`config.mk`:
```
export PLATFORM = sky130hd
export DESIGN_NAME = movrev_decoder
export DESIGN_NICKNAME = d
export VERILOG_FILES = /design/src/rtl/movrev_pkg.sv /design/src/rtl/movrev_byte_class.sv /design/src/rtl/movrev_ctrl.sv /design/src/rtl/movrev_result.sv /design/src/rtl/movrev_decoder.sv
export SDC_FILE = /design/constraint.sdc
export NUM_CORES = 1
export LEC_CHECK = 0
export BUFFER_PORTS_ARGS = -buffer_cell sky130_fd_sc_hd__buf_2
export CAP_MARGIN = 5
export CORE_ASPECT_RATIO = 0.6
export CORE_MARGIN = 2
export CORE_UTILIZATION = 58
export DETAILED_ROUTE_END_ITERATION = 12
export GPL_ROUTABILITY_DRIVEN = 0
export GPL_TIMING_DRIVEN = 0
export PLACE_DENSITY = 0.83
export SYNTH_ARGS = -nofsm -noshare
export SYNTH_HDL_FRONTEND = slang
export SYNTH_SLANG_ARGS = --single-unit
```
`constraint.sdc`:
```
create_clock -name clk -period 4.4 [get_ports clk]
set_input_delay 0.44 -clock clk [delete_from_list [all_inputs] [get_ports clk]]
set_output_delay 0.44 -clock clk [all_outputs]
set_load 0.02 [all_outputs]
```
`src/rtl/movrev_pkg.sv`:
```
// Package: shared types and byte constants for the byte-reversing move decoder.
// Assumes the standard one-byte legacy prefix set and 40h-4Fh REX bytes.
package movrev_pkg;

    typedef enum logic [1:0] {
        ST_PFX = 2'd0,   // prefixes or first opcode byte
        ST_ESC = 2'd1,   // expecting second opcode byte
        ST_OP  = 2'd2,   // expecting third opcode byte
        ST_MRM = 2'd3    // expecting ModRM
    } dec_state_e;

    typedef enum logic [1:0] {
        SZ_16 = 2'd0,
        SZ_32 = 2'd1,
        SZ_64 = 2'd2
    } opsize_e;

    typedef struct packed {
        logic legacy;   // any legacy prefix
        logic lock;     // F0h
        logic rep;      // F3h
        logic opsz;     // 66h
        logic rex;      // 40h-4Fh in 64-bit mode
        logic esc;      // 0Fh
    } byte_class_t;

    localparam logic [7:0] B_ESC0  = 8'h0F;
    localparam logic [7:0] B_ESC1  = 8'h38;
    localparam logic [7:0] B_LOAD  = 8'hF0;
    localparam logic [7:0] B_STORE = 8'hF1;

    localparam int N_LEGACY = 11;
    localparam logic [N_LEGACY*8-1:0] LEGACY_TAB = {
        8'h66, 8'h67, 8'hF0, 8'hF2, 8'hF3,
        8'h2E, 8'h36, 8'h3E, 8'h26, 8'h64, 8'h65
    };

endpackage

```
`src/rtl/movrev_byte_class.sv`:
```
// Module: combinational classifier of one instruction byte in prefix position.
// Assumes REX bytes exist only when long_mode_i is high.
module movrev_byte_class
    import movrev_pkg::*;
(
    input  logic [7:0]  byte_i,
    input  logic        long_mode_i,
    output byte_class_t cls_o
);

    // Purpose: match the byte against the prefix table and fixed codes.
    always_comb begin
        cls_o = '0;
        for (int i = 0; i < N_LEGACY; i++) begin
            if (byte_i == LEGACY_TAB[i*8 +: 8]) begin
                cls_o.legacy = 1'b1;
            end
        end
        cls_o.lock = (byte_i == 8'hF0);
        cls_o.rep  = (byte_i == 8'hF3);
        cls_o.opsz = (byte_i == 8'h66);
        cls_o.rex  = long_mode_i && (byte_i[7:4] == 4'h4);
        cls_o.esc  = (byte_i == B_ESC0);
    end

endmodule

```
`src/rtl/movrev_ctrl.sv`:
```
// Module: byte sequencer. It walks prefixes, opcode and ModRM, accumulates
// prefix state, and flags the byte that ends decoding (fin_o) in the cycle
// it is taken. Assumes long_mode_i/feat_i are steady across an instruction.
module movrev_ctrl
    import movrev_pkg::*;
#(
    parameter int MAX_LEN = 15,
    parameter int LEN_W   = $clog2(MAX_LEN + 1)
) (
    input  logic             clk,
    input  logic             rst_n,
    input  logic             take_i,
    input  logic [7:0]       byte_i,
    input  byte_class_t      cls_i,
    input  logic             feat_i,
    output logic             fin_o,
    output logic             nomatch_o,
    output logic             fault_o,
    output logic             store_o,
    output logic             rex_w_o,
    output logic             rex_r_o,
    output logic             opsz_o,
    output logic [2:0]       reg_lo_o,
    output logic [LEN_W-1:0] len_o
);

    localparam logic [LEN_W-1:0] CAP_IDX = LEN_W'(MAX_LEN - 1);

    dec_state_e       state_q, state_d;
    logic [LEN_W-1:0] len_q, len_d;
    logic             lock_q, lock_d, rep_q, rep_d, opsz_q, opsz_d;
    logic             rexp_v_q, rexp_v_d, rexp_w_q, rexp_w_d, rexp_r_q, rexp_r_d;
    logic             op_w_q, op_w_d, op_r_q, op_r_d;
    logic             store_q, store_d;

    // Purpose: next-state, accumulation and end-of-decode decision per byte.
    always_comb begin
        state_d  = state_q;
        len_d    = len_q;
        lock_d   = lock_q;
        rep_d    = rep_q;
        opsz_d   = opsz_q;
        rexp_v_d = rexp_v_q;
        rexp_w_d = rexp_w_q;
        rexp_r_d = rexp_r_q;
        op_w_d   = op_w_q;
        op_r_d   = op_r_q;
        store_d  = store_q;
        fin_o     = 1'b0;
        nomatch_o = 1'b0;
        fault_o   = 1'b0;
        if (take_i) begin
            unique case (state_q)
                ST_PFX: begin
                    if (cls_i.esc) begin
                        state_d = ST_ESC;
                        op_w_d  = rexp_v_q & rexp_w_q;
                        op_r_d  = rexp_v_q & rexp_r_q;
                    end else if (cls_i.legacy) begin
                        lock_d   = lock_q | cls_i.lock;
                        rep_d    = rep_q | cls_i.rep;
                        opsz_d   = opsz_q | cls_i.opsz;
                        rexp_v_d = 1'b0;
                    end else if (cls_i.rex) begin
                        rexp_v_d = 1'b1;
                        rexp_w_d = byte_i[3];
                        rexp_r_d = byte_i[2];
                    end else begin
                        fin_o     = 1'b1;
                        nomatch_o = 1'b1;
                    end
                end
                ST_ESC: begin
                    if (byte_i == B_ESC1) begin
                        state_d = ST_OP;
                    end else begin
                        fin_o     = 1'b1;
                        nomatch_o = 1'b1;
                    end
                end
                ST_OP: begin
                    if (byte_i == B_LOAD || byte_i == B_STORE) begin
                        state_d = ST_MRM;
                        store_d = byte_i[0];
                    end else begin
                        fin_o     = 1'b1;
                        nomatch_o = 1'b1;
                    end
                end
                default: begin
                    fin_o   = 1'b1;
                    fault_o = lock_q | rep_q | ~feat_i | (byte_i[7:6] == 2'b11);
                end
            endcase
            if (!fin_o && len_q == CAP_IDX) begin
                fin_o   = 1'b1;
                fault_o = 1'b1;
            end
            if (fin_o) begin
                state_d  = ST_PFX;
                len_d    = '0;
                lock_d   = 1'b0;
                rep_d    = 1'b0;
                opsz_d   = 1'b0;
                rexp_v_d = 1'b0;
                op_w_d   = 1'b0;
                op_r_d   = 1'b0;
            end else begin
                len_d = len_q + 1'b1;
            end
        end
    end

    // Purpose: state and accumulator registers, synchronous active-low reset.
    always_ff @(posedge clk) begin
        if (!rst_n) begin
            state_q  <= ST_PFX;
            len_q    <= '0;
            lock_q   <= 1'b0;
            rep_q    <= 1'b0;
            opsz_q   <= 1'b0;
            rexp_v_q <= 1'b0;
            rexp_w_q <= 1'b0;
            rexp_r_q <= 1'b0;
            op_w_q   <= 1'b0;
            op_r_q   <= 1'b0;
            store_q  <= 1'b0;
        end else begin
            state_q  <= state_d;
            len_q    <= len_d;
            lock_q   <= lock_d;
            rep_q    <= rep_d;
            opsz_q   <= opsz_d;
            rexp_v_q <= rexp_v_d;
            rexp_w_q <= rexp_w_d;
            rexp_r_q <= rexp_r_d;
            op_w_q   <= op_w_d;
            op_r_q   <= op_r_d;
            store_q  <= store_d;
        end
    end

    // Purpose: expose the fields the result stage needs.
    assign store_o  = store_q;
    assign rex_w_o  = op_w_q;
    assign rex_r_o  = op_r_q;
    assign opsz_o   = opsz_q;
    assign reg_lo_o = byte_i[5:3];
    assign len_o    = len_q + 1'b1;

endmodule

```
`src/rtl/movrev_result.sv`:
```
// Module: result stage. It registers the decode outcome for one cycle and
// derives the size code and the four-bit register. Assumes fin_i lasts one cycle.
module movrev_result
    import movrev_pkg::*;
#(
    parameter int LEN_W = 4
) (
    input  logic             clk,
    input  logic             rst_n,
    input  logic             fin_i,
    input  logic             nomatch_i,
    input  logic             fault_i,
    input  logic             store_i,
    input  logic             rex_w_i,
    input  logic             rex_r_i,
    input  logic             opsz_i,
    input  logic [2:0]       reg_lo_i,
    input  logic [LEN_W-1:0] len_i,
    output logic             valid_o,
    output logic             store_o,
    output logic [1:0]       size_o,
    output logic [3:0]       reg_o,
    output logic             fault_o,
    output logic             nomatch_o,
    output logic [LEN_W-1:0] len_o
);

    opsize_e size_c;

    // Purpose: REX.W wins over 66h, 66h wins over the 32-bit default.
    always_comb begin
        if (rex_w_i)     size_c = SZ_64;
        else if (opsz_i) size_c = SZ_16;
        else             size_c = SZ_32;
    end

    // Purpose: one-cycle result register, fields cleared on a non-match.
    always_ff @(posedge clk) begin
        if (!rst_n) begin
            valid_o   <= 1'b0;
            store_o   <= 1'b0;
            size_o    <= 2'd0;
            reg_o     <= '0;
            fault_o   <= 1'b0;
            nomatch_o <= 1'b0;
            len_o     <= '0;
        end else begin
            valid_o <= fin_i;
            if (fin_i) begin
                nomatch_o <= nomatch_i;
                fault_o   <= fault_i;
                len_o     <= len_i;
                if (nomatch_i) begin
                    store_o <= 1'b0;
                    size_o  <= 2'd0;
                    reg_o   <= '0;
                end else begin
                    store_o <= store_i;
                    size_o  <= size_c;
                    reg_o   <= {rex_r_i, reg_lo_i};
                end
            end
        end
    end

endmodule

```
`src/rtl/movrev_decoder.sv`:
```
// Module: top of the byte-reversing move decoder. It takes one byte per
// valid/ready handshake and pulses a result. It stalls input for the result cycle.
module movrev_decoder
    import movrev_pkg::*;
#(
    parameter  int MAX_LEN = 15,
    localparam int LEN_W   = $clog2(MAX_LEN + 1)
) (
    input  logic             clk,
    input  logic             rst_n,
    input  logic             in_valid,
    input  logic [7:0]       in_byte,
    output logic             in_ready,
    input  logic             long_mode,
    input  logic             feat_present,
    output logic             out_valid,
    output logic             out_store,
    output logic [1:0]       out_size,
    output logic [3:0]       out_reg,
    output logic             out_fault,
    output logic             out_nomatch,
    output logic [LEN_W-1:0] out_len,
    output logic             out_flags_wr
);

    byte_class_t      cls;
    logic             take, fin, nm, flt, st, rw, rr, osz;
    logic [2:0]       rlo;
    logic [LEN_W-1:0] len;

    // Purpose: handshake, with no byte accepted while a result is shown.
    assign in_ready     = ~out_valid;
    assign take         = in_valid & in_ready;
    assign out_flags_wr = 1'b0;

    movrev_byte_class u_cls (
        .byte_i      (in_byte),
        .long_mode_i (long_mode),
        .cls_o       (cls)
    );

    movrev_ctrl #(.MAX_LEN(MAX_LEN), .LEN_W(LEN_W)) u_ctrl (
        .clk       (clk),
        .rst_n     (rst_n),
        .take_i    (take),
        .byte_i    (in_byte),
        .cls_i     (cls),
        .feat_i    (feat_present),
        .fin_o     (fin),
        .nomatch_o (nm),
        .fault_o   (flt),
        .store_o   (st),
        .rex_w_o   (rw),
        .rex_r_o   (rr),
        .opsz_o    (osz),
        .reg_lo_o  (rlo),
        .len_o     (len)
    );

    movrev_result #(.LEN_W(LEN_W)) u_res (
        .clk       (clk),
        .rst_n     (rst_n),
        .fin_i     (fin),
        .nomatch_i (nm),
        .fault_i   (flt),
        .store_i   (st),
        .rex_w_i   (rw),
        .rex_r_i   (rr),
        .opsz_i    (osz),
        .reg_lo_i  (rlo),
        .len_i     (len),
        .valid_o   (out_valid),
        .store_o   (out_store),
        .size_o    (out_size),
        .reg_o     (out_reg),
        .fault_o   (out_fault),
        .nomatch_o (out_nomatch),
        .len_o     (out_len)
    );

endmodule

```
Word level (Yosys, flattened, before mapping)
Cells that the tools add are included.
W data, S select, Z words.

cells by class
  reductions and logical operators = 17
  mux-type cells = 60
  eq/ne operators = 23
  $add $sub $neg = 1
  bitwise gates (word level) = 13

operator list
  operator               number
  $mux W1                49
  $eq A8 B6 Y1 const B   5
  $eq A8 B7 Y1 const B   4
  $eq A8 B8 Y1 const B   4
  $mux W2                6
  $reduce_and A5 Y1      2
  $eq A8 B4 Y1 const B   1
  $mux W4                2
  $reduce_and A4 Y1      2
  $ne A3 B1 Y1 const B   2
  $or A1 B1 Y1           6
  $pmux W1 S3            2
  $pmux W2 S3            1
  $reduce_and A3 Y1      2
  $reduce_bool A2 Y1     3
  $add A4 B1 Y4 const B  1
  $eq A2 B2 Y1 const B   2
  $eq A4 B3 Y1 const B   1
  $eq A4 B4 Y1 const B   1
  $not A1 Y1             4
  $reduce_bool A4 Y1     1
  $and A1 B1 Y1          3
  $ne A3 B2 Y1 const B   1
  $reduce_bool A3 Y1     1
  7 further kinds        8

storage, ports and cells
  output and inout port bits = 16
  word-level logic and storage cells = 132
  bits in registers = 29
  input port bits = 13

Logic depth before layout (Yosys ltp)
Gate-level depths: netlist of the first run.

  depth in word-level cells = 22
  gate-level depth with buffers = 8
  depth with buffers taken out = 7

Hierarchy
From an unflattened synthesis of the first run, not the netlist that was laid out.

unflattened totals
  cell total of the unflattened synthesis = 192
  area, all modules = 1615.3 um2

by module, submodules not included
  module             instances  area each (um2)  cells each  seq. area each (um2)
  movrev_ctrl        1          942.2            116         300.3
  movrev_result      1          523.0            52          280.3
  movrev_byte_class  1          128.9            20          0.0
  movrev_decoder     1          21.3             4           0.0

Least setup slack after synthesis of the first run
Ideal clock, no wire load.

  kind = input port to flip-flop
  from = input port in_byte[1]
  to = register u_res.fault_o
  path slack = 2195 ps
  required time = 4281 ps
  cell stages on the path = 7
  data arrival time = 2086 ps
  library setup time = 119 ps
  buffers on the path = 1
  cell sequence = clkbuf_2 -> nand2_2 -> o41ai_4 -> nor2_2 -> a211oi_2 -> nor2_1 -> o221a_2

between the ends
  cells in the longest elaborated chain, start to end = 21
  elaborated cells between the ends (all ways) = 39
  those cells by class = 14 x eq/ne; 22 x mux; 3 x reduce/logical

ends and longest elaborated chain
  what                    RTL line                 RTL
  from (decl)             movrev_decoder.sv:12     input logic [7:0] in_byte,
  $eq A8 B7 Y1            movrev_byte_class.sv:15  if (byte_i == LEGACY_TAB[i*8 +: 8]) begin
  $mux W1 (11 in series)  movrev_byte_class.sv:15
  $mux W1                 movrev_ctrl.sv:59        end else if (cls_i.legacy) begin
  $mux W1                 movrev_ctrl.sv:55        if (cls_i.esc) begin
  $pmux W1 S3 (*)         movrev_ctrl.sv:53        unique case (state_q)
  $mux W1 (*)             movrev_ctrl.sv:52        if (take_i) begin
  $logic_not A1 Y1        movrev_ctrl.sv:95        if (!fin_o && len_q == CAP_IDX) begin
  $logic_and A1 B1 Y1     movrev_ctrl.sv:95
  $mux W1                 movrev_ctrl.sv:95
  $mux W1 (2 in series)   movrev_ctrl.sv:52
  to (signal assigned)    movrev_result.sv:51      fault_o <= fault_i;
  to (decl)               movrev_result.sv:23      output logic fault_o,

Every way passes the cells marked *; elsewhere a longest branch is shown, timed or not. The select of a mux whose other input is x is not followed.
A chain may end at the register's enable or synchronous reset.

Worst setup path after layout of the first run
  from = input port in_byte[5]
  to = register u_ctrl.state_q[0]

between the ends
  cells in the longest elaborated chain, start to end = 22
  elaborated cells between the ends (all ways) = 45
  those cells by class = 18 x eq/ne; 21 x mux; 6 x reduce/logical

ends and longest elaborated chain
  what                                                         RTL line                 RTL
  $eq A8 B7 Y1                                                 movrev_byte_class.sv:15
  $mux W1 (11 in series)                                       movrev_byte_class.sv:15
  $mux W1                                                      movrev_ctrl.sv:59
  $mux W1                                                      movrev_ctrl.sv:55
  $pmux W1 S3                                                  movrev_ctrl.sv:53
  $mux W1                                                      movrev_ctrl.sv:52
  $logic_not A1 Y1                                             movrev_ctrl.sv:95
  $logic_and A1 B1 Y1                                          movrev_ctrl.sv:95
  $mux W1                                                      movrev_ctrl.sv:95
  $mux W1                                                      movrev_ctrl.sv:52
  $ne A3 B1 Y1 (no source line), or another cell as far along  n/a
  $reduce_and A5 Y1 (no source line)                           n/a
  to (signal assigned)                                         movrev_ctrl.sv:129       state_q <= state_d;
  to (decl)                                                    movrev_ctrl.sv:29        dec_state_e state_q, state_d;

Parallel ways exist; a longest one is shown, timed or not. The select of a mux whose other input is x is not followed.

==> flow_results.org, run 1 <==
** Placed design
- Dpl cell area :: 0.00172 mm2
- Worst slack, placed :: 1.68 ns
- Port Buffer Count :: 25
- Half-perimeter wire length of the detailed placement result :: 2.77 mm

** CTS
- Number of levels the H-tree was split into :: 2
- Hold buffer count at cts :: 0
- TritonCTS built the clock tree.
- Root cell of the clock tree :: sky130_fd_sc_hd__clkbuf_8
- Number of clock buffers inserted by TritonCTS :: 5
- The clock reaches the later pin of the worst-skew pair after 0.28 ns.
- Post-CTS repair changed the size of 0 cells.
- Register clock-pin slew on the reported worst setup and hold paths :: 0.07 ns
- Buffers added to address setup during post-CTS repair amount to 0.
- Clock tree synthesis found a total of 29 sinks.
- Bufs on Longest Clock Path :: 2

** Yosys
- Synth top area cells :: sky130_fd_sc_hd__dfxtp_1 (37%), sky130_fd_sc_hd__ha_1 (5.6%), sky130_fd_sc_hd__nand2_1 (5.1%)
- Cell taking the most area after synthesis :: sky130_fd_sc_hd__dfxtp_1
- For this run, the number of Yosys warnings is 0.
- Net count of the mapped netlist :: 196
- Average instance area after synthesis :: 8.84 um2
- Synth top area share :: 0.373
- Count leader, synth :: sky130_fd_sc_hd__dfxtp_1
- Post-synthesis cell area :: 0.00156 mm2
- Number of flip-flops and latches in the synthesized netlist :: 29
- Count of flip-flops with a built-in enable after synthesis :: 0
- FFs w/ async S/R, synth :: 0
- Number of distinct library cells after synthesis :: 49
- Fraction of the yosys area taken by sequential cells :: 0.373
- After synthesis, the most frequently instantiated cells are sky130_fd_sc_hd__dfxtp_1 (29), sky130_fd_sc_hd__nand2_1 (21), sky130_fd_sc_hd__a21oi_1 (13).
- In the synthesized netlist, the number of instances is 176.
- Among all flip-flop cells after synthesis, the most frequent one is sky130_fd_sc_hd__dfxtp_1.

** Pwr
- IR analysis of the VDD net gives a maximum drop of 0.000289 V.
- Power per unit of standard cell area :: 377 mW/mm2
- Leakage power figure :: 0.775 nW

** STA
- Setup repair after global routing missed its margin :: false
- Setup-violating endpoint count in the final report :: 0
- Dividing the final minimum period by the clock period gives 0.586.
- Post-route setup slack :: 1.82 ns
- Minimum clock period after layout :: 2.58 ns
- Derived from the worst setup path, the maximum achievable clock frequency is 0.388 GHz.
- Post-route setup TNS :: 0 ns
- The final hold violation count came to 0.
- For the pin with the worst max-slew slack, the measured transition is 0.627 ns.
- Slew Viols, Final :: 0
- Worst relative slew slack :: 0.578
- Across the routed clock network, the largest skew measured is 0.00923 ns.

** Final layout
- Filler Cells Inserted :: 195
- The finished cells cover 0.00184 mm2.
- From synthesis to final layout, the design area changed by 18.1%.
- The final layout contains 228 nets.
- Of the cells placed in the final design, the portion with a size suffix greater than 1 is 0.225.
- The number of antenna diodes in the final layout is 0.

** Global routing
- Initial antenna violation count :: 0
- Remaining global-route overflow :: 0
- Entering global routing, the biggest net connects 11 pins.
- Total Routing Usage GR :: 0.275
- First-pass GRT wire length :: 6.51 mm
- The number of global-route vias before repair came to 1331.

** Floorplanning
- Die boundary width :: 70.9 um
- Total Die Area :: 0.00313 mm2
- I/O pin count :: 29
- The total area inside the core boundary comes to 0.00252 mm2.
- The floorplan step set the die height to 44.1 um.
- Core Rows :: 14
- Effective utilization at floorplan :: 0.617

** Detailed routing
- In the final routing, the length of wire on met1 measures 1.83 mm.
- Length of routed met3 wiring :: 396 um
- Overall routed net length :: 4.07 mm
- In the final routed layout, each cell accounts on average for 16.9 um.
- Detailed routing placed a total of 1.78 mm of wire on met2.
- Detailed routing inserted a total of 1500 vias.
- Using the TritonRoute via totals, the vias-per-cell ratio works out to 6.22.
- DRC violation count after routing :: 0
- For this block, the initial DRC count from the detailed router was 143.
- First drt pass iteration count :: 5
- Count of antenna-violating nets left after detailed routing :: 0
- In this run the top signal layer used is met4.

** Critical path
- The worst setup path is launched from an input pin.
- STA puts the critical path data required time at 4.56 ns.
- Data on the critical path arrives at its endpoint at 2.74 ns.
- Along the worst path, the maximum fanout reaches 8.
- STA classifies the critical path endpoint as a flop.
- The setup path with the least slack is of type input pin to flop.

** Run status
- The flow ran to the end, and the final reports show no timing, DRC or antenna violations.

** Run
- Number of max-cap violations :: 0

** Hold path
- The path class of the tightest hold or removal check is input pin to flop.
-- per-layer routing --
metal	global-route usage	vias to the layer above
met5	0	-
met4	0.0717	0
met3	0.0957	15
met2	0.443	93
met1	0.360	686
li1	-	706
-- worst max-delay path, stage by stage --
cell	delay, ns
sky130_fd_sc_hd__buf_2	0.14
sky130_fd_sc_hd__or2_4	0.28
sky130_fd_sc_hd__o41ai_4	0.51
sky130_fd_sc_hd__nor2_2	0.12
sky130_fd_sc_hd__a211oi_2	0.55
sky130_fd_sc_hd__o21ai_0	0.36
sky130_fd_sc_hd__a211oi_1	0.34
-- path summary, 6_finish.rpt --
kind / start / endpoint / slack (ns) / cells after the start
max: in_byte[5] / u_ctrl.state_q[0] / 1.82 / 7
min: rst_n / u_res.nomatch_o / 0.46 / 2
max reg2reg: u_ctrl.state_q[0] / u_ctrl.state_q[0] / 1.87 / 7
min reg2reg: u_res.store_o / u_res.store_o / 0.47 / 1
-- cells in the final DEF (no fill, tap or decap), types with 3 or more instances in the layout --
| cell type | netlist | final |
|---|---|---|
| sky130_fd_sc_hd__dfxtp_1 | 29 | 29 |
| sky130_fd_sc_hd__buf_2 | 0 | 25 |
| sky130_fd_sc_hd__nand2_1 | 21 | 21 |
| sky130_fd_sc_hd__a21oi_1 | 13 | 13 |
| sky130_fd_sc_hd__nor2_1 | 11 | 11 |
| sky130_fd_sc_hd__nor3_1 | 8 | 8 |
| sky130_fd_sc_hd__ha_1 | 7 | 7 |
| sky130_fd_sc_hd__inv_1 | 6 | 6 |
| sky130_fd_sc_hd__nand3_1 | 6 | 6 |
| sky130_fd_sc_hd__a22o_1 | 6 | 6 |
| sky130_fd_sc_hd__a211oi_1 | 6 | 6 |
| sky130_fd_sc_hd__clkbuf_8 | 0 | 6 |
| sky130_fd_sc_hd__clkbuf_1 | 4 | 5 |
| sky130_fd_sc_hd__o21ai_0 | 5 | 5 |
| sky130_fd_sc_hd__or3_1 | 5 | 5 |
| sky130_fd_sc_hd__mux2i_1 | 4 | 4 |
| sky130_fd_sc_hd__a21o_1 | 3 | 3 |
-- sequential cells by signal (all words and copies together), names as in the netlist, 2 cells and up --
name / flops
u_res.len_o: 4
u_res.size_o: 2
u_ctrl.state_q: 2
u_ctrl.len_q: 4
u_res.reg_o: 4
-- area by class of cell --
type                            count  area (um2)  share of cell area
Timing Repair Buffer               25         125              0.0681
Multi-Input combinational cell    133         910               0.495
Clock inverter                      1        30.0              0.0163
Sequential cell                    29         581               0.316
Inverter                            6        22.5              0.0123
Buffer                              8        43.8              0.0238
Clock buffer                        7        86.3              0.0470
Tap cell                           32        40.0              0.0218
-- per-stage QoR --
stage | util | hold slack, ns | total power (W) | std cells
floorplan | - | 0.438 | 0.000370 | 176
global placement | 0.683 | 0.445 | 0.000403 | 233
detailed placement | 0.683 | 0.462 | 0.000406 | 233
CTS | 0.729 | 0.450 | 0.000690 | 241
global route | 0.729 | 0.457 | 0.000714 | 241
finish | 0.729 | 0.456 | 0.000694 | 241
-- cell families after synthesis --
logic type	share of synthesized area
xor+xnor	0.0113
simple gates	0.232
flops	0.373
mux	0.0330
buf+inv	0.0426
other cells	0.00241
compound gates	0.249
fa+ha+maj	0.0563
-- power breakdown --
group          total, W  internal (W)  leakage, nW  switching, W
clock          0.000285      0.000184       0.0585      0.000101
combinational  0.000127     0.0000446        0.481     0.0000823
sequential     0.000281      0.000273        0.235    0.00000789
total          0.000694      0.000503        0.775      0.000191
Note: power is estimated with default switching activity, not from simulation.
==> run 2, diff against run 1 <==
--- a/config.mk
+++ b/config.mk
@@ -5,15 +5,16 @@
 export SDC_FILE = /design/constraint.sdc
 export NUM_CORES = 1
 export LEC_CHECK = 0
+export ABC_AREA = 1
 export BUFFER_PORTS_ARGS = -buffer_cell sky130_fd_sc_hd__buf_2
 export CAP_MARGIN = 5
 export CORE_ASPECT_RATIO = 0.6
 export CORE_MARGIN = 2
-export CORE_UTILIZATION = 58
+export CORE_UTILIZATION = 49
 export DETAILED_ROUTE_END_ITERATION = 12
 export GPL_ROUTABILITY_DRIVEN = 0
 export GPL_TIMING_DRIVEN = 0
-export PLACE_DENSITY = 0.83
+export PLACE_DENSITY = 0.75
 export SYNTH_ARGS = -nofsm -noshare
 export SYNTH_HDL_FRONTEND = slang
 export SYNTH_SLANG_ARGS = --single-unit
==> constraint.sdc (replaced) <==
create_clock -name clk -period 2.2 [get_ports clk]
set_input_delay 0.22 -clock clk [delete_from_list [all_inputs] [get_ports clk]]
set_output_delay 0.22 -clock clk [all_outputs]
set_load 0.02 [all_outputs]
==> run 2 against run 1 <==
  * Die area grew 16%
  * Count of clock-buffer cells in the layout decreased by 2
  * Via count fell by 2.6%
  * Non-clock buffer count decreased by 4
  * First-iteration DRC count decreased by 8.4%
  * Wire length down 13%
  * Core utilization down 11 points
  * Clock power increased by 51%
  * Clock skew decreased by 0.0050 ns
==> flow_results.org, run 2 <==
** Run status
- Outcome: finished, final reports clean (unchanged).

** Hold path
- Class of the worst hold path :: input pin to flop (unchanged)
- The beginning of the worst hold path was in_byte[4] (was rst_n).
- End point of the most critical hold path :: u_res.reg_o[1] (was u_res.nomatch_o)
- Hold Path Cell Cnt :: 3 (was 2)

** Yosys
- Average instance area after synthesis :: 6.97 um2 (was 8.84 um2)
- The number of synthesized flops with an enable pin was 0 (unchanged).
- The library cell with the highest instance count after synthesis is sky130_fd_sc_hd__nand2_1 (was sky130_fd_sc_hd__dfxtp_1).
- The cell taking the most area after synthesis is sky130_fd_sc_hd__dfxtp_1 (unchanged).
- The basic-gate share of the synthesized area counting and, or, nand and nor cells was 0.339 (was 0.232).
- Instance count of the mapped netlist :: 222 (was 176)
- Synth top area cells :: sky130_fd_sc_hd__dfxtp_1 (38%), sky130_fd_sc_hd__nand2_1 (15%), sky130_fd_sc_hd__inv_1 (6.5%) (was sky130_fd_sc_hd__dfxtp_1 (37%), sky130_fd_sc_hd__ha_1 (5.6%), sky130_fd_sc_hd__nand2_1 (5.1%))
- Mux contribution to synthesized area :: 0 (was 0.0330)
- The combinational family with the most area after synthesis is simple AND/OR/NAND/NOR gates (was compound AO/OA/AOI/OAI gates).
- The area fraction of the dominant cell type after synthesis is 0.375 (was 0.373).
- Number of distinct library cells after synthesis :: 29 (was 49)
- The sequential element share of the synthesized area is 0.375 (was 0.373).
- The count of synthesis-stage warnings from yosys was 0 (unchanged).
- Most frequent cells after synthesis: sky130_fd_sc_hd__nand2_1 (63), sky130_fd_sc_hd__dfxtp_1 (29), sky130_fd_sc_hd__inv_1 (27) (was sky130_fd_sc_hd__dfxtp_1 (29), sky130_fd_sc_hd__nand2_1 (21), sky130_fd_sc_hd__a21oi_1 (13)).
- The compound-gate portion of the synthesized area came to 0.124 (was 0.249).
- Post-synthesis xor/xnor area fraction :: 0.0113 (about the same)
- Net count of the mapped netlist :: 242 (was 196)
- Most frequently used flop master after synthesis :: sky130_fd_sc_hd__dfxtp_1 (unchanged)
- Number of flip-flops and latches in the synthesized netlist :: 29 (unchanged)
- The area share of fa/ha/maj cells after synthesis came to 0.0566 (was 0.0563).
- Post-synthesis cell area :: 0.00155 mm2 (was 0.00156 mm2)
- FFs w/ async S/R, synth :: 0 (unchanged)

** Floorplanning
- The chip height is 47.5 um (was 44.1 um).
- The number of placement rows came to 15 (was 14).
- I/O pin count :: 29 (unchanged)
- Die boundary width :: 76.6 um (was 70.9 um)
- Placeable core region :: 0.00295 mm2 (was 0.00252 mm2)
- Total Die Area :: 0.00364 mm2 (was 0.00313 mm2)
- The effective utilization at floorplan came to 0.525 (was 0.617).

** STA
- Post-route setup TNS :: 0 ns (unchanged)
- Slew Viols, Final :: 0 (unchanged)
- Number of endpoints with negative hold slack in the final report :: 0 (unchanged)
- Dividing the final minimum period by the clock period gives 0.833.
- The post-route clock skew was 0.00425 ns (was 0.00923 ns).
- Static timing analysis puts the maximum clock frequency at 0.546 GHz.
- Counting I/O delays and the setup requirement, the final critical path takes 1.83 ns.
- The final setup violation count is 0 (unchanged).
- The worst slew margin relative to its limit is 0.654 (was 0.578).
- Actual slew at the worst max-slew pin :: 0.519 ns (was 0.627 ns)
- Setup repair after global routing missed its margin: false (unchanged).

** Global routing
- Largest net degree at the start of global routing :: 11 (unchanged)
- Remaining global-route overflow :: 0 (unchanged)
- The initial antenna violation count is 0 (unchanged).
- The global-route wire length before repair is 5.65 mm (was 6.51 mm).
- The overall fraction of global-route tracks in use is 0.211 (was 0.275).
- Vias in the first global route :: 1227 (was 1331)

** Pwr
- The power share of the combinational group was 0.428 (was 0.183).
- The overall power consumption came to 0.00191 W (was 0.000694 W).
- The areal power density over the cells was 1050 mW/mm2 (was 377 mW/mm2).
- The clock share of power is 0.224 (was 0.411).
- The reported leakage power came to 0.865 nW (was 0.775 nW).
- The sequential group share of total power was 0.348 (was 0.406).
- The maximum VDD drop was 0.000583 V (was 0.000289 V).
- Net switching share of the total power :: 0.428 (was 0.276)
- The internal power is 0.00109 W (was 0.000503 W).
- The switching power total was 0.000819 W (was 0.000191 W).

** Critical path
- The destination of the worst register-to-register timing path is u_ctrl.rex_w_o (was u_ctrl.state_q[0]).
- Worst path arrival time :: 2.06 ns (was 2.74 ns)
- Crit path buf inv count :: 1 (unchanged)
- Most frequent cell on the critical path :: sky130_fd_sc_hd__o21a_1
- The biggest cell delay along the critical path came to 0.42 ns (was 0.55 ns).
- Endpoint required time on the critical path :: 2.43 ns (was 4.56 ns)
- The critical path's top delay family is simple AND/OR/NAND/NOR gates (was compound AO/OA/AOI/OAI gates).
- Critical path peak fanout :: 5 (was 8)
- R2R Path Start :: u_ctrl.state_q[0] (unchanged)
- The type of element launching the critical path was a flop (was input pin).
- Worst-case register-to-register setup slack :: 0.37 ns (was 1.87 ns)
- Cell breakdown of the critical path: inv_1, ha_1, o21a_1, nand3_2, nand3_1, nor2_2, nand2_1, o21a_1, nor2_1 (was buf_2, or2_4, o41ai_4, nor2_2, a211oi_2, o21ai_0, a211oi_1).
- Type of element capturing the critical path :: flop (unchanged)
- Slowest library cell on the worst path :: sky130_fd_sc_hd__dfxtp_1 (was sky130_fd_sc_hd__a211oi_2)
- The kind of critical path is flop to flop (was input pin to flop).
- The number of cells on the worst reg-to-reg path came to 9 (was 7).

** CTS
- Number of clock buffers inserted by TritonCTS :: 5 (unchanged)
- Post-CTS Resized :: 0 (unchanged)
- The CTS tree is built (unchanged).
- Hold buffer count at cts :: 0 (unchanged)
- The maximum number of buffers from clock root to sink is 2 (unchanged).
- Clock latency on the worst-skew pair :: 0.29 ns (was 0.28 ns)
- The clock sink total was 29 (unchanged).
- Number of levels the H-tree was split into :: 2 (unchanged)
- Register clock-pin slew on the reported worst setup and hold paths :: 0.06 ns (was 0.07 ns)
- The number of buffers inserted by post-CTS setup repair was 0 (unchanged).
- Root cell of the clock tree :: sky130_fd_sc_hd__clkbuf_8 (unchanged)

** Placed design
- The count of input and output buffers came to 26 (was 25).
- Post-placement cell count :: 290 (was 233)
- The final HPWL from detailed placement came to 2.74 mm (was 2.77 mm).

** Final layout
- Largest registers :: u_ctrl.len_q x4, u_res.len_o x4, u_res.reg_o x4 (unchanged)
- The number of nets in the final layout came to 275 (was 228).
- Share of final-layout standard cells stronger than drive strength 1 :: 0.180 (was 0.225)
- Area added between synthesis and finish :: 17.4% (was 18.1%)
- Most common cell after layout, fill and taps aside :: sky130_fd_sc_hd__nand2_1 (was sky130_fd_sc_hd__dfxtp_1)
- The antenna diode count came to 0 (unchanged).
- The fill cell total of the finished layout came to 280 (was 195).
- Cell Count, Final, Fillers Out :: 298 (was 241)
- Most used cells in the layout excluding fill and tap cells: sky130_fd_sc_hd__nand2_1 (63), sky130_fd_sc_hd__dfxtp_1 (29), sky130_fd_sc_hd__inv_1 (27) (was sky130_fd_sc_hd__dfxtp_1 (29), sky130_fd_sc_hd__buf_2 (25), sky130_fd_sc_hd__nand2_1 (21)).

** Detailed routing
- The length of the first detailed-routing pass in iterations is 4 (was 5).
- DRC violation count after routing :: 0 (unchanged)
- Average routed wire per standard cell :: 11.8 um (was 16.9 um)
- The number of DRC markers in iteration 0 was 131 (was 143).
- The detailed-route vias per instance is 4.90 (was 6.22).
- Routed vias :: 1461 (was 1500)
- Count of antenna-violating nets left after detailed routing :: 0 (unchanged)
- The routed wire length came to 3.52 mm (was 4.07 mm).

** Run
- The number of maximum-capacitance violations was 0 (unchanged).
[run 2: cell type report]
| cell class | instances | area [um2] | area share |
|---|---|---|---|
| buffer | 3 | 26.3 | 0.0145 |
| inverter | 30 | 116 | 0.0640 |
| multi-input combinational | 160 | 825 | 0.454 |
| timing repair buffer | 26 | 130 | 0.0716 |
| tap | 42 | 52.6 | 0.0289 |
| clock buffer | 5 | 68.8 | 0.0379 |
| clock inverter | 3 | 17.5 | 0.00964 |
| sequential | 29 | 581 | 0.320 |
[run 2: worst register-to-register path, stage by stage (launching register included)]
cell and delay (ns):
sky130_fd_sc_hd__dfxtp_1 0.42, sky130_fd_sc_hd__inv_1 0.09, sky130_fd_sc_hd__ha_1 0.25, sky130_fd_sc_hd__o21a_1 0.15, sky130_fd_sc_hd__nand3_2 0.12, sky130_fd_sc_hd__nand3_1 0.12
sky130_fd_sc_hd__nor2_2 0.21, sky130_fd_sc_hd__nand2_1 0.13, sky130_fd_sc_hd__o21a_1 0.19, sky130_fd_sc_hd__nor2_1 0.09
[run 2: power groups by stage]
| stage | clock network (W) | registers, W | logic, W |
|---|---|---|---|
| 2_1_floorplan | 0 | 0.000719 | 0.000561 |
| 3_3_place_gp | 0 | 0.000673 | 0.000798 |
| 5_1_grt | 0.000461 | 0.000674 | 0.000913 |
| 6_report | 0.000429 | 0.000665 | 0.000819 |
| 4_1_cts | 0.000436 | 0.000664 | 0.000815 |
| 3_5_place_dp | 0 | 0.000676 | 0.000811 |
[run 2: worst max path at each step]
stage,from,endpoint,slack [ns],cells after the start
detailed placement,in_byte[5],u_ctrl.state_q[0],0.41,10
global placement,u_ctrl.state_q[0],u_ctrl.lock_q,0.44,10
CTS,u_ctrl.state_q[0],u_ctrl.state_q[0],0.40,9
floorplan,u_ctrl.state_q[0],u_ctrl.rexp_v_q,0.66,11
global route,u_ctrl.state_q[0],u_ctrl.lock_q,0.19,9
finish,u_ctrl.state_q[0],u_ctrl.rex_w_o,0.37,9
[run 2: metal layers]
metal,up-vias,track usage,wire length (um)
met5,-,0,0
met4,0,0.0655,38
met3,5,0.0925,230
met2,32,0.299,1470
met1,648,0.291,1790
li1,776,-,-
[run 2: stage by stage]
step,worst slack (ns),hold WS [ns],cell area [um2],util
6_report,0.368,0.236,1820,0.617
5_1_grt,0.193,0.245,1820,0.617
4_1_cts,0.402,0.234,1820,0.617
3_5_place_dp,0.408,0.437,1730,0.587
3_3_place_gp,0.440,0.436,1730,0.587
2_1_floorplan,0.662,0.361,1550,-
[run 2: kinds of logic (layout without fill, tap and decap cells)]
logic type,after synthesis,in the layout
and+or+nand+nor,114,114
AOI/OAI and AO/OA,36,36
buffers and inverters,33,67
DFF,29,29
adders and majority gates,7,7
xor gates and xnor gates,2,2
other,1,1
